===== config.mk =====
export PLATFORM = sky130hd
export DESIGN_NAME = prog_fsm_core
export DESIGN_NICKNAME = d
export VERILOG_FILES = /design/src/rtl/pfsm_pkg.sv /design/src/rtl/pfsm_cfg_chain.sv /design/src/rtl/pfsm_counter.sv /design/src/rtl/pfsm_engine.sv /design/src/rtl/prog_fsm_core.sv
export SDC_FILE = /design/constraint.sdc
export NUM_CORES = 1
export LEC_CHECK = 0
export ABC_AREA = 1
export BUFFER_PORTS_ARGS = -buffer_cell sky130_fd_sc_hd__clkbuf_2
export CAP_MARGIN = 5
export CELL_PAD_IN_SITES_DETAIL_PLACEMENT = 0
export CELL_PAD_IN_SITES_GLOBAL_PLACEMENT = 2
export CORE_ASPECT_RATIO = 1.2
export CORE_MARGIN = 5
export CORE_UTILIZATION = 39
export DETAILED_ROUTE_END_ITERATION = 8
export PLACE_DENSITY = 0.79
export SLEW_MARGIN = 20
export SYNTH_ARGS = -nofsm -noshare
export SYNTH_HDL_FRONTEND = slang
export SYNTH_SLANG_ARGS = --single-unit

===== constraint.sdc =====
create_clock -name clk -period 2.11 [get_ports clk]
set_input_delay 0.211 -clock clk [delete_from_list [all_inputs] [get_ports clk]]
set_output_delay 0.211 -clock clk [all_outputs]
set_load 0.05 [all_outputs]

===== src/rtl/pfsm_pkg.sv =====
package pfsm_pkg;

    localparam int N_STATES = 8;
    localparam int IDX_W    = $clog2(N_STATES);
    localparam int N_OUT    = 5;
    localparam int SEL_W    = 4;
    localparam int N_IN     = 1 << SEL_W;
    localparam int LUT_W    = 4;
    localparam int WORD_W   = SEL_W + LUT_W + 2 * N_OUT + IDX_W + 1;
    localparam int OUT_INC  = 4;
    localparam int OUT_CLR  = 3;

    // One table entry, most significant field first.
    typedef struct packed {
        logic [SEL_W-1:0] sel;
        logic [LUT_W-1:0] lut;
        logic [N_OUT-1:0] jmp_out;
        logic [N_OUT-1:0] hold_out;
        logic [IDX_W-1:0] target;
        logic             step;
    } sword_t;

    // Registered engine state.
    typedef struct packed {
        logic [IDX_W-1:0] cur;
        logic             lp_vld;
        logic [IDX_W-1:0] lp_start;
        logic [N_OUT-1:0] outs;
    } eng_t;

endpackage


===== src/rtl/pfsm_cfg_chain.sv =====
module pfsm_cfg_chain
    import pfsm_pkg::*;
#(
    parameter int CNT_W = 15
) (
    input  logic                       clk,
    input  logic                       rst_n,
    input  logic                       shift_i,
    input  logic                       data_i,
    output sword_t [N_STATES-1:0]      table_o,
    output logic   [CNT_W-1:0]         cmp_o
);

    localparam int CHAIN_W = N_STATES * WORD_W + CNT_W;

    logic [CHAIN_W-1:0] chain_d, chain_q;

    always_comb begin
        chain_d = chain_q;
        if (shift_i) begin
            chain_d = {chain_q[CHAIN_W-2:0], data_i};
        end
    end

    always_ff @(posedge clk or negedge rst_n) begin
        if (!rst_n) begin
            chain_q <= '0;
        end else begin
            chain_q <= chain_d;
        end
    end

    // The first bit shifted in ends at the top: entry 7 highest, compare lowest.
    genvar ge;
    generate
        for (ge = 0; ge < N_STATES; ge++) begin : g_entry
            assign table_o[ge] = chain_q[CNT_W + ge * WORD_W +: WORD_W];
        end
    endgenerate

    assign cmp_o = chain_q[CNT_W-1:0];

endmodule


===== src/rtl/pfsm_counter.sv =====
module pfsm_counter #(
    parameter int CNT_W = 15
) (
    input  logic             clk,
    input  logic             rst_n,
    input  logic             enable,
    input  logic             inc_i,
    input  logic             clr_i,
    input  logic [CNT_W-1:0] cmp_i,
    output logic [CNT_W-1:0] cnt_o,
    output logic             match_o
);

    logic [CNT_W-1:0] cnt_d, cnt_q;

    always_comb begin
        cnt_d = cnt_q;
        if (!enable || clr_i) begin
            cnt_d = '0;
        end else if (inc_i) begin
            cnt_d = cnt_q + CNT_W'(1);
        end
    end

    always_ff @(posedge clk or negedge rst_n) begin
        if (!rst_n) begin
            cnt_q <= '0;
        end else begin
            cnt_q <= cnt_d;
        end
    end

    assign cnt_o   = cnt_q;
    assign match_o = (cnt_q == cmp_i);

endmodule


===== src/rtl/pfsm_engine.sv =====
module pfsm_engine
    import pfsm_pkg::*;
#(
    parameter int N_PINS = 3
) (
    input  logic                   clk,
    input  logic                   rst_n,
    input  logic                   enable,
    input  sword_t [N_STATES-1:0]  table_i,
    input  logic   [N_PINS-1:0]    pin_i,
    input  logic                   cmp_hit_i,
    output logic   [N_OUT-1:0]     outs_o,
    output logic   [IDX_W-1:0]     state_o,
    output sword_t                 word_o,
    output logic                   hit_o
);

    logic [N_IN-1:0] in_vec;

    // Pins first, then the counter match, then constant zeros.
    genvar gi;
    generate
        for (gi = 0; gi < N_IN; gi++) begin : g_in
            if (gi < N_PINS) begin : g_pin
                assign in_vec[gi] = pin_i[gi];
            end else if (gi == N_PINS) begin : g_cmp
                assign in_vec[gi] = cmp_hit_i;
            end else begin : g_zero
                assign in_vec[gi] = 1'b0;
            end
        end
    endgenerate

    eng_t   st_d, st_q;
    sword_t word;
    logic   sel_bit;
    logic   hit;

    always_comb begin
        word    = table_i[st_q.cur];
        sel_bit = in_vec[word.sel];
        hit     = word.lut[{sel_bit, 1'b0}];
        st_d    = st_q;
        if (!enable) begin
            st_d = '0;
        end else if (hit) begin
            st_d.cur    = word.target;
            st_d.lp_vld = 1'b0;
            st_d.outs   = word.jmp_out;
        end else begin
            st_d.outs = word.hold_out;
            if (word.step) begin
                if (!st_q.lp_vld) begin
                    st_d.lp_vld   = 1'b1;
                    st_d.lp_start = st_q.cur;
                end
                st_d.cur = st_q.cur + IDX_W'(1);
            end else if (st_q.lp_vld) begin
                st_d.cur = st_q.lp_start;
            end
        end
    end

    always_ff @(posedge clk or negedge rst_n) begin
        if (!rst_n) begin
            st_q <= '0;
        end else begin
            st_q <= st_d;
        end
    end

    assign outs_o  = st_q.outs;
    assign state_o = st_q.cur;
    assign word_o  = word;
    assign hit_o   = hit;

endmodule


===== src/rtl/prog_fsm_core.sv =====
module prog_fsm_core
    import pfsm_pkg::*;
#(
    parameter int N_PINS = 3,
    parameter int CNT_W  = 15
) (
    input  logic              clk,
    input  logic              rst_n,
    input  logic              enable,
    input  logic              cfg_shift,
    input  logic              cfg_data,
    input  logic [N_PINS-1:0] pin_in,
    output logic [N_OUT-1:0]  fsm_out
);

    sword_t [N_STATES-1:0] cfg_table;
    sword_t                cur_word;
    logic   [CNT_W-1:0]    cmp_val;
    logic   [CNT_W-1:0]    cnt_val;
    logic   [IDX_W-1:0]    cur_state;
    logic                  cnt_match;
    logic                  lut_hit;
    logic                  load_en;

    assign load_en = cfg_shift & ~enable;

    pfsm_cfg_chain #(.CNT_W(CNT_W)) u_chain (
        .clk     (clk),
        .rst_n   (rst_n),
        .shift_i (load_en),
        .data_i  (cfg_data),
        .table_o (cfg_table),
        .cmp_o   (cmp_val)
    );

    pfsm_counter #(.CNT_W(CNT_W)) u_cnt (
        .clk     (clk),
        .rst_n   (rst_n),
        .enable  (enable),
        .inc_i   (fsm_out[OUT_INC]),
        .clr_i   (fsm_out[OUT_CLR]),
        .cmp_i   (cmp_val),
        .cnt_o   (cnt_val),
        .match_o (cnt_match)
    );

    pfsm_engine #(.N_PINS(N_PINS)) u_eng (
        .clk       (clk),
        .rst_n     (rst_n),
        .enable    (enable),
        .table_i   (cfg_table),
        .pin_i     (pin_in),
        .cmp_hit_i (cnt_match),
        .outs_o    (fsm_out),
        .state_o   (cur_state),
        .word_o    (cur_word),
        .hit_o     (lut_hit)
    );

endmodule


Word level (Yosys, flattened, before mapping)
Index checks and enable logic that the tools add are counted.
- $add $sub $neg: 2
- $mul: 0
- divide/modulo/power cells: 0
- magnitude comparators: 3
- equal/unequal tests: 6
- shifts and indexed selects: 0
- muxes and demuxes: 16
- bitwise gates (word level): 2
- reductions and logical operators: 4
- operator list (operator ; number):
    binary-select mux 22 bit (select 3 bit) ; 1
    two-way mux 15 bit ; 2
    two-way mux 22 bit ; 1
    adder 15 x 1 -> 15 bit, second input constant ; 1
    equality test 15 bit ; 1
    two-way mux 12 bit ; 1
    two-way mux 3 bit ; 4
    two-way mux 4 bit ; 2
    less-than comparator 4 x 5 -> 1 bit, second input constant ; 1
    two-way mux 5 bit ; 1
    binary-select mux 1 bit (select 4 bit) ; 1
    less-than comparator 3 x 4 -> 1 bit, second input constant ; 1
    inequality test 2 bit, second input constant ; 2
    inequality test 4 x 1 -> 1 bit, second input constant ; 1
    adder 3 x 1 -> 3 bit, second input constant ; 1
    less-than comparator 2 x 3 -> 1 bit, second input constant ; 1
    two-way mux 1 bit ; 3
    inequality test 3 x 1 -> 1 bit, second input constant ; 1
    AND reduction 3 bit ; 1
    inequality test 2 x 1 -> 1 bit, second input constant ; 1
    nonzero test 2 bit ; 1
    AND 1 bit ; 1
    zero test 1 bit ; 1
    logical OR 1 bit ; 1
    inverter 1 bit ; 1
- flip-flop bits (word level): 218
- latch bits: 0
- RAM bits: 0
- ROM bits: 0
- bits of input ports: 8
- output and inout port bits: 5
- logic and storage cells: 39
- memories kept: 0

Logic depth before layout (Yosys ltp)
Gate-level depths: netlist (run 1).
- depth after elaboration: 8
- mapped depth: 18
- mapped depth without buffers: 16

Modules after synthesis
From an unflattened synthesis (run 1), not the netlist that was laid out.
- cell total of the unflattened synthesis: 1405
- area total of the unflattened synthesis: 10669.0 um^2
- modules (own cells, without submodules) (module ; times used ; cells each ; area an instance (um^2) ; seq. area each (um^2)):
    pfsm_cfg_chain ; 1 ; 807 ; 7260.7 ; 4779.6
    pfsm_engine ; 1 ; 457 ; 2394.8 ; 300.3
    pfsm_counter ; 1 ; 139 ; 1003.5 ; 375.4
    prog_fsm_core ; 1 ; 2 ; 10.0 ; 0.0

Worst setup path after synthesis (run 1)
No wires, ideal clock.
- path kind: register to register
- from: register u_eng.st_q (netlist bit u_eng.state_o[0])
- to: register u_eng.st_q (netlist bit u_eng.state_o[1])
- setup time: 0.113 ns
- data arrival time: 1.571 ns
- setup slack: 0.427 ns
- cell stages (with the launch flop): 17
- cells stage by stage: dfrtp_1 -> buf_6 -> buf_6 -> o21ai_1 -> nand2_1 -> nand2_1 -> nand2_1 -> nand3_1 -> nand2_1 -> inv_2 -> nand2_2 -> nand2_2 -> nand2_2 -> nor2_4 -> nand3_1 -> nand2_1 -> inv_1
- longest elaborated chain between the ends: 8
- RTL lines (element ; RTL line ; text):
    start, declared ; pfsm_engine.sv:34 ; eng_t st_d, st_q;
    start signal, assigned ; pfsm_engine.sv:68 ; st_q <= st_d;
    binary-select mux 22 bit (select 3 bit) ; pfsm_engine.sv:40 ; word = table_i[st_q.cur];
    two-way mux 22 bit (implied by the code) ; pfsm_engine.sv:40 ;
    binary-select mux 1 bit (select 4 bit) ; pfsm_engine.sv:41 ; sel_bit = in_vec[word.sel];
    two-way mux 1 bit (implied by the code) ; pfsm_engine.sv:41 ;
    two-way mux 1 bit (implied by the code) (2 in a row) ; pfsm_engine.sv:42 ; hit = word.lut[{sel_bit, 1'b0}];
    two-way mux 4 bit ; pfsm_engine.sv:46 ; end else if (hit) begin
    two-way mux 12 bit ; pfsm_engine.sv:44 ; if (!enable) begin
Several ways; a longest one is shown, not always the timed one. The select of a mux whose other input is x is not followed.
A chain may end at the register's enable or synchronous reset.

Worst setup path in the final report (run 1)
- from: register u_eng.st_q (netlist bit u_eng.state_o[0])
- to: register u_eng.st_q (netlist bit u_eng.state_o[0])
Same word-level chain as after synthesis.

==> impl_results.md, run 1 <==
- Dpl hpwl: 15.9 mm
- Crit Path Max Fanout: 7
- Max-cap viol count: 0
- Die width: 157 um
- Final wirelength: 24.2 mm
- CTS tree: done
- Port-buffer cells: 12
- EDFF count, synth: 0
- Routability cong.: 0.766
- Ratio of cells with drive above 1 in the final layout: 14.0%
- Clk buf depth: 3
- Vias per cell: 4.96
- Syn-to-layout area delta: 15.2%
- Top_reg_cell synth: dfrtp_1
- Core area: 25,600 sq um
- Worst-Margin Slew: 0.480 ns
- # nets final: 1,206
- First-pass GRT wire length: 40.6 mm
- Top cell type's share of synthesized area: 53.7%
- Pin count of the biggest net entering global routing: 72
- IO Pins: 13
- Setup TNS: 0 ns
- Mapped Nets: 1,192
- Most instantiated library cell after synthesis: nand2_1
- CTS buffer count: 25
- Synth Cell Area: 10,200 sq um
- Hold crit path type: in2reg
- Max_slew headroom: 67.7%
- Register area share after synthesis: 53.7%
- Pwr/cell area: 1230 nW/um^2
- Starting density of the core: 39.6%
- Post-synth top cells: nand2_1 (265), dfrtp_1 (218), o21ai_0 (151), inv_1 (123), a21oi_1 (99)
- Final Hold Violating Endpoints: 0
- Final Power: 14.4 mW
- Final period util: 91.9%
- Post-synthesis area per instance: 8.59 sq um
- GRT Overall Usage: 16.7%
- Syn Inst Count: 1,182
- Die ar.: 29,400 sq um
- CP Capture Type: register
- Max Fclk: 516 MHz
- Drt drc: 0
- Vias: 7,640
- Congestion Overflow GR: 0
- Antenna cell count: 0
- Largest cells by area after synthesis: dfrtp_1 (54%), nand2_1 (9.8%), o21ai_0 (7.4%)
- FF+latch count, synth: 218
- WHS: 0.118 ns
- Root Driver: clkbuf_16
- Worst EP required: 2.52 ns
- Die Ht: 187 um
- Worst-Skew Late Latency: 0.53 ns
- Routed len/inst: 15.7 um
- Initial DRC Count: 384
- Pleak: 5.59 nW
- CTS sink cnt: 218
- Final setup fails: 0
- CP startpoint kind: register
- Final Util: 45.6%
- Result of the run: finished, final reports clean
- FP Rows: 64
- Max IR drop VDD: 0.633 mV
- CP Class: reg2reg
- Crit path time final: 1.94 ns
- Htree depth: 1
- Fin. max-slew vios: 0
- Initial antenna violation count: 0
- DRT Pass-1 Iters: 4
- Finished Cell Area: 11,700 sq um
- Yosys top cell by area: dfrtp_1
- Vias in the first global route: 7,697
- Crit path arrival time: 2.35 ns
- Clock skew: 0.0194 ns
- Distinct cell type count after synthesis: 35
- Async SR Flop Fraction: 100%
- Clock transition at path regs: 0.06 ns
- Post-route antenna net violation count: 0
- DP Area: 10,700 sq um
- Yosys warnings: 0
-- stage by stage --
| stage | worst slack, ns | cells |
|---|---|---|
| 2_1_floorplan | 0.427 | 1182 |
| 3_3_place_gp | 0.121 | 1489 |
| 3_5_place_dp | 0.0995 | 1489 |
| 4_1_cts | 0.0709 | 1533 |
| 5_1_grt | -0.00122 | 1541 |
| 6_report | 0.171 | 1541 |
-- cells in the final DEF, fill, tap and decap left out, types with 11 or more instances in the layout --
cell / n
clkbuf_2: 11
nor2_1: 62
o211ai_1: 14
clkbuf_16: 26
dfrtp_1: 216
nand2_1: 260
a21oi_1: 99
a22oi_1: 13
buf_12: 14
nand3_1: 66
buf_4: 30
o21ai_0: 151
mux2_2: 37
inv_1: 122
-- repair_timing --
item / CTS / global route
setup endpoints to repair: 0 / 12
buffers inserted: 0 / 7
gates resized for setup: 0 / 24
hold buffers: 2 / 0
hold endpoints to repair: 52 / 0
-- cell type report --
| cell class | instances | area [sq um] |
|---|---|---|
| multi-input combinational | 762 | 3910 |
| clock buffer | 40 | 742 |
| tap | 330 | 413 |
| clock inverter | 2 | 13.8 |
| inverter | 127 | 487 |
| timing repair buffer | 62 | 674 |
| sequential | 218 | 5460 |
| fill | 2575 | 13900 |
-- per-layer routing --
layer / up-vias / GRT usage, % / part of all wire [%]
li1: 3875 / - / -
met1: 3656 / 23.8 / 47
met2: 77 / 27.4 / 48
met3: 32 / 2.15 / 2.8
met4: 0 / 3.48 / 1.6
met5: - / 0 / 0
-- final timing paths --
| check | to | start | slack, ns | depth (start not counted) |
|---|---|---|---|---|
| max in group asynchronous | u_chain.chain_q[21] | rst_n | 1.18 | 3 |
| min | u_eng.state_o[2] | enable | 0.12 | 5 |
| max reg2reg | u_eng.state_o[0] | u_eng.state_o[0] | 0.17 | 15 |
| max | u_eng.state_o[0] | u_eng.state_o[0] | 0.17 | 15 |
| min reg2reg | u_chain.chain_q[113] | u_chain.chain_q[113] | 0.48 | 2 |
| min in group asynchronous | u_chain.chain_q[79] | rst_n | 0.23 | 2 |
-- sequential cells by signal, summed over array words and instances, names as in the netlist --
name,flops
u_eng.state_o,3
u_eng.outs_o,5
u_cnt.cnt_o,15
u_chain.chain_q,191
u_eng.st_q,4
-- report_power, final --
part,total [mW],leakage (nW),internal [mW],switching (mW)
combinational,4.62,2.43,1.73,2.89
clock,4.04,0.370,2.38,1.66
sequential,5.70,2.79,5.09,0.609
-- worst max-delay path: stages (launching register included) --
cell     delay (ns)
dfrtp_2        0.46
buf_8          0.15
buf_6          0.12
buf_4          0.13
nand3_1        0.08
nand3_2        0.08
nand2_2        0.08
nand2_2        0.06
inv_2          0.08
nand2_2        0.07
nand2_2        0.07
nand2_4        0.06
nor2_4         0.20
nand3_2        0.08
nand2_1        0.07
inv_1          0.03
-- cells by family after synthesis --
| family | count (synthesis) | share of synthesized area, % |
|---|---|---|
| compound gates | 290 | 15.3 |
| xor+xnor | 11 | 0.949 |
| fa+ha+maj | 2 | 0.246 |
| buf+inv | 202 | 8.47 |
| flops | 218 | 53.7 |
| mux | 37 | 4.10 |
| simple gates | 422 | 17.2 |
Power figures use the tool's default switching activity.
==> run 2, diff against run 1 <==
--- a/config.mk
+++ b/config.mk
@@ -14,7 +14,8 @@
 export CORE_MARGIN = 5
 export CORE_UTILIZATION = 39
 export DETAILED_ROUTE_END_ITERATION = 8
-export PLACE_DENSITY = 0.79
+export PLACE_DENSITY = 0.84
+export RECOVER_POWER = 25
 export SLEW_MARGIN = 20
 export SYNTH_ARGS = -nofsm -noshare
 export SYNTH_HDL_FRONTEND = slang
==> impl_results.md, run 2 (same netlist as run 1, synthesis figures left out) <==
- Congestion Overflow GR: 0 (unchanged)
- Die ar.: 29,400 sq um (unchanged)
- CTS sink cnt: 218 (unchanged)
- Most frequent cells in the layout: nand2_1 (262), dfrtp_1 (216), o21ai_0 (151)
- First-pass GRT wire length: 40.9 mm (+0.65%)
- Setup TNS: 0 ns (unchanged)
- Final Hold Violating Endpoints: 0 (unchanged)
- Largest register by flop count: u_chain.chain_q
- Flip-flop count of the largest register after layout: 191 (unchanged)
- Pwr/cell area: 1240 nW/um^2 (+0.69%)
- Vias in the first global route: 7,838 (+1.8%)
- Finished Cell Area: 11,600 sq um (-0.88%)
- CP Class: reg2reg
- Clk buf depth: 3 (unchanged)
- Fin. max-slew vios: 51 (+51)
- Top cell family by delay on the critical path: simple AND/OR/NAND/NOR gates
- Dpl hpwl: 16.1 mm (+1.1%)
- Met3 WL: 658 um (-2.4%)
- Reg2reg setup slack: 0.14 ns (-0.03 ns)
- CTS tree: done
- Htree depth: 1 (unchanged)
- CP startpoint kind: register
- GRT Overall Usage: 16.7% (+0.032 points)
- Pin count of the biggest net entering global routing: 56 (-22%)
- Worst EP required: 2.53 ns (about the same)
- Final Power: 14.3 mW (-0.19%)
- IO Pins: 13 (unchanged)
- Antenna cell count: 0 (unchanged)
- WL met1: 11.2 mm (-2.4%)
- Ratio of cells with drive above 1 in the final layout: 12.9% (-1.0 points)
- Crit Path Max Fanout: 6 (-1)
- Max IR drop VDD: 0.513 mV (-19%)
- DP Area: 10,700 sq um (about the same)
- Drt drc: 0 (unchanged)
- Routability cong.: 0.781 (+1.9%)
- Buf/Inv on CP: 2 (-3)
- CP Capture Type: register
- Vias: 7,664 (+0.31%)
- Max-cap viol count: 1 (+1)
- Slowest cell on the critical path: dfrtp_2
- Starting density of the core: 39.6% (unchanged)
- Final wirelength: 24.0 mm (-0.83%)
- Metal2 WL: 11.6 mm (-0.56%)
- Core area: 25,600 sq um (unchanged)
- Initial DRC Count: 504 (+31%)
- Max_slew headroom: -3.50% (-71 points)
- FP Rows: 64 (unchanged)
- Syn-to-layout area delta: 14.2%
- Crit-path cells: buf_12 -> nand2_1 -> nand3_2 -> nand2_1 -> nand2_1 -> nand2_2 -> nand3_2 -> nand3_2 -> nand2_2 -> nand2_2 -> nand2_4 -> nor2_4 -> nand3_1 -> nand2_1 -> inv_1
- Hold crit path type: in2reg
- Port-buffer cells: 12 (unchanged)
- Final period util: 93.2% (+1.2 points)
- Unrepaired setup endpoints after global routing: false
- Vias per cell: 4.98 (+0.51%)
- Die Ht: 187 um (unchanged)
- Clock transition at path regs: 0.06 ns (about the same)
- Post-route antenna net violation count: 0 (unchanged)
- Root Driver: clkbuf_16
- DRT Pass-1 Iters: 6 (+2)
- CTS buffer count: 25 (unchanged)
- Pleak: 5.54 nW (-0.88%)
- Most frequent CP cell: nand2_1
- Clock skew: 0.00988 ns (-0.00949 ns)
- Violated checks: max-capacitance violations, max-slew violations
- Most common cell after layout, fill and taps aside: nand2_1
- # nets final: 1,205 (-0.083%)
- Worst-Skew Late Latency: 0.52 ns (about the same)
- Worst-Margin Slew: 1.55 ns (+1.07 ns)
- Die width: 157 um (unchanged)
- Routed len/inst: 15.6 um (-0.63%)
- Top sig layer: met4
- Max Fclk: 509 MHz (-1.3%)
- Result of the run: finished with violations
- CP max stage delay: 0.51 ns (+0.05 ns)
- Initial antenna violation count: 0 (unchanged)
- Crit path arrival time: 2.38 ns (+0.03 ns)
- Crit path time final: 1.97 ns (+0.0261 ns)
- Final setup fails: 0 (unchanged)
==> run 2: cell type report <==
| cell class | instances | area [sq um] |
|---|---|---|
| Multi-Input combinational cell | 762 | 3870 |
| Inverter | 127 | 487 |
| Clock inverter | 2 | 38.8 |
| Clock buffer | 38 | 744 |
| Sequential cell | 218 | 5460 |
| Fill cell | 2590 | 14000 |
| Tap cell | 330 | 413 |
| Timing Repair Buffer | 61 | 578 |
==> run 2: path summary, 6_finish.rpt <==
kind	startpoint	to	depth (start not counted)
setup / recovery	u_eng.state_o[0]	u_eng.state_o[1]	15
hold / removal	enable	u_eng.state_o[0]	5
setup reg to reg	u_eng.state_o[0]	u_eng.state_o[1]	15
hold reg to reg	u_chain.chain_q[113]	u_chain.chain_q[113]	2
max in group asynchronous	rst_n	u_chain.chain_q[70]	3
min in group asynchronous	rst_n	u_chain.chain_q[125]	2
==> run 2: where the power goes <==
group,total (mW),internal [mW],switching (mW)
sequential,5.71,5.09,0.618
clock,4.16,2.52,1.64
combinational,4.45,1.64,2.81
==> run 2: worst min-delay path, stage by stage <==
cell and delay, ns:
clkbuf_1 0.17, nand3_1 0.12, nand2_1 0.05, nand2_1 0.05, inv_1 0.03
==> run 2: what timing repair did <==
| item | 4_1_cts | 5_1_grt |
|---|---|---|
| hold buffers | 2 | 0 |
| hold endpoints to repair | 50 | 0 |
| buffers inserted | 0 | 4 |
| gates resized for setup | 0 | 12 |
| setup endpoints to repair | 0 | 12 |
==> run 2: per-stage QoR <==
stage,instances,hold slack [ns],util [%],setup WS [ns]
after global placement,1490,0.175,41.9,0.138
after floorplan,1182,-0.0846,-,0.427
after CTS,1532,0.0728,45.0,0.0754
final,1538,0.152,45.2,0.144
after detailed placement,1490,0.180,41.9,0.0973
after global routing,1538,0.178,45.2,0.00386
==> run 2: routing by layer <==
layer,vias to the layer above,track usage (%)
met4,0,4.37
li1,3869,-
met3,35,2.11
met1,3682,23.5
met5,-,0
met2,78,27.4
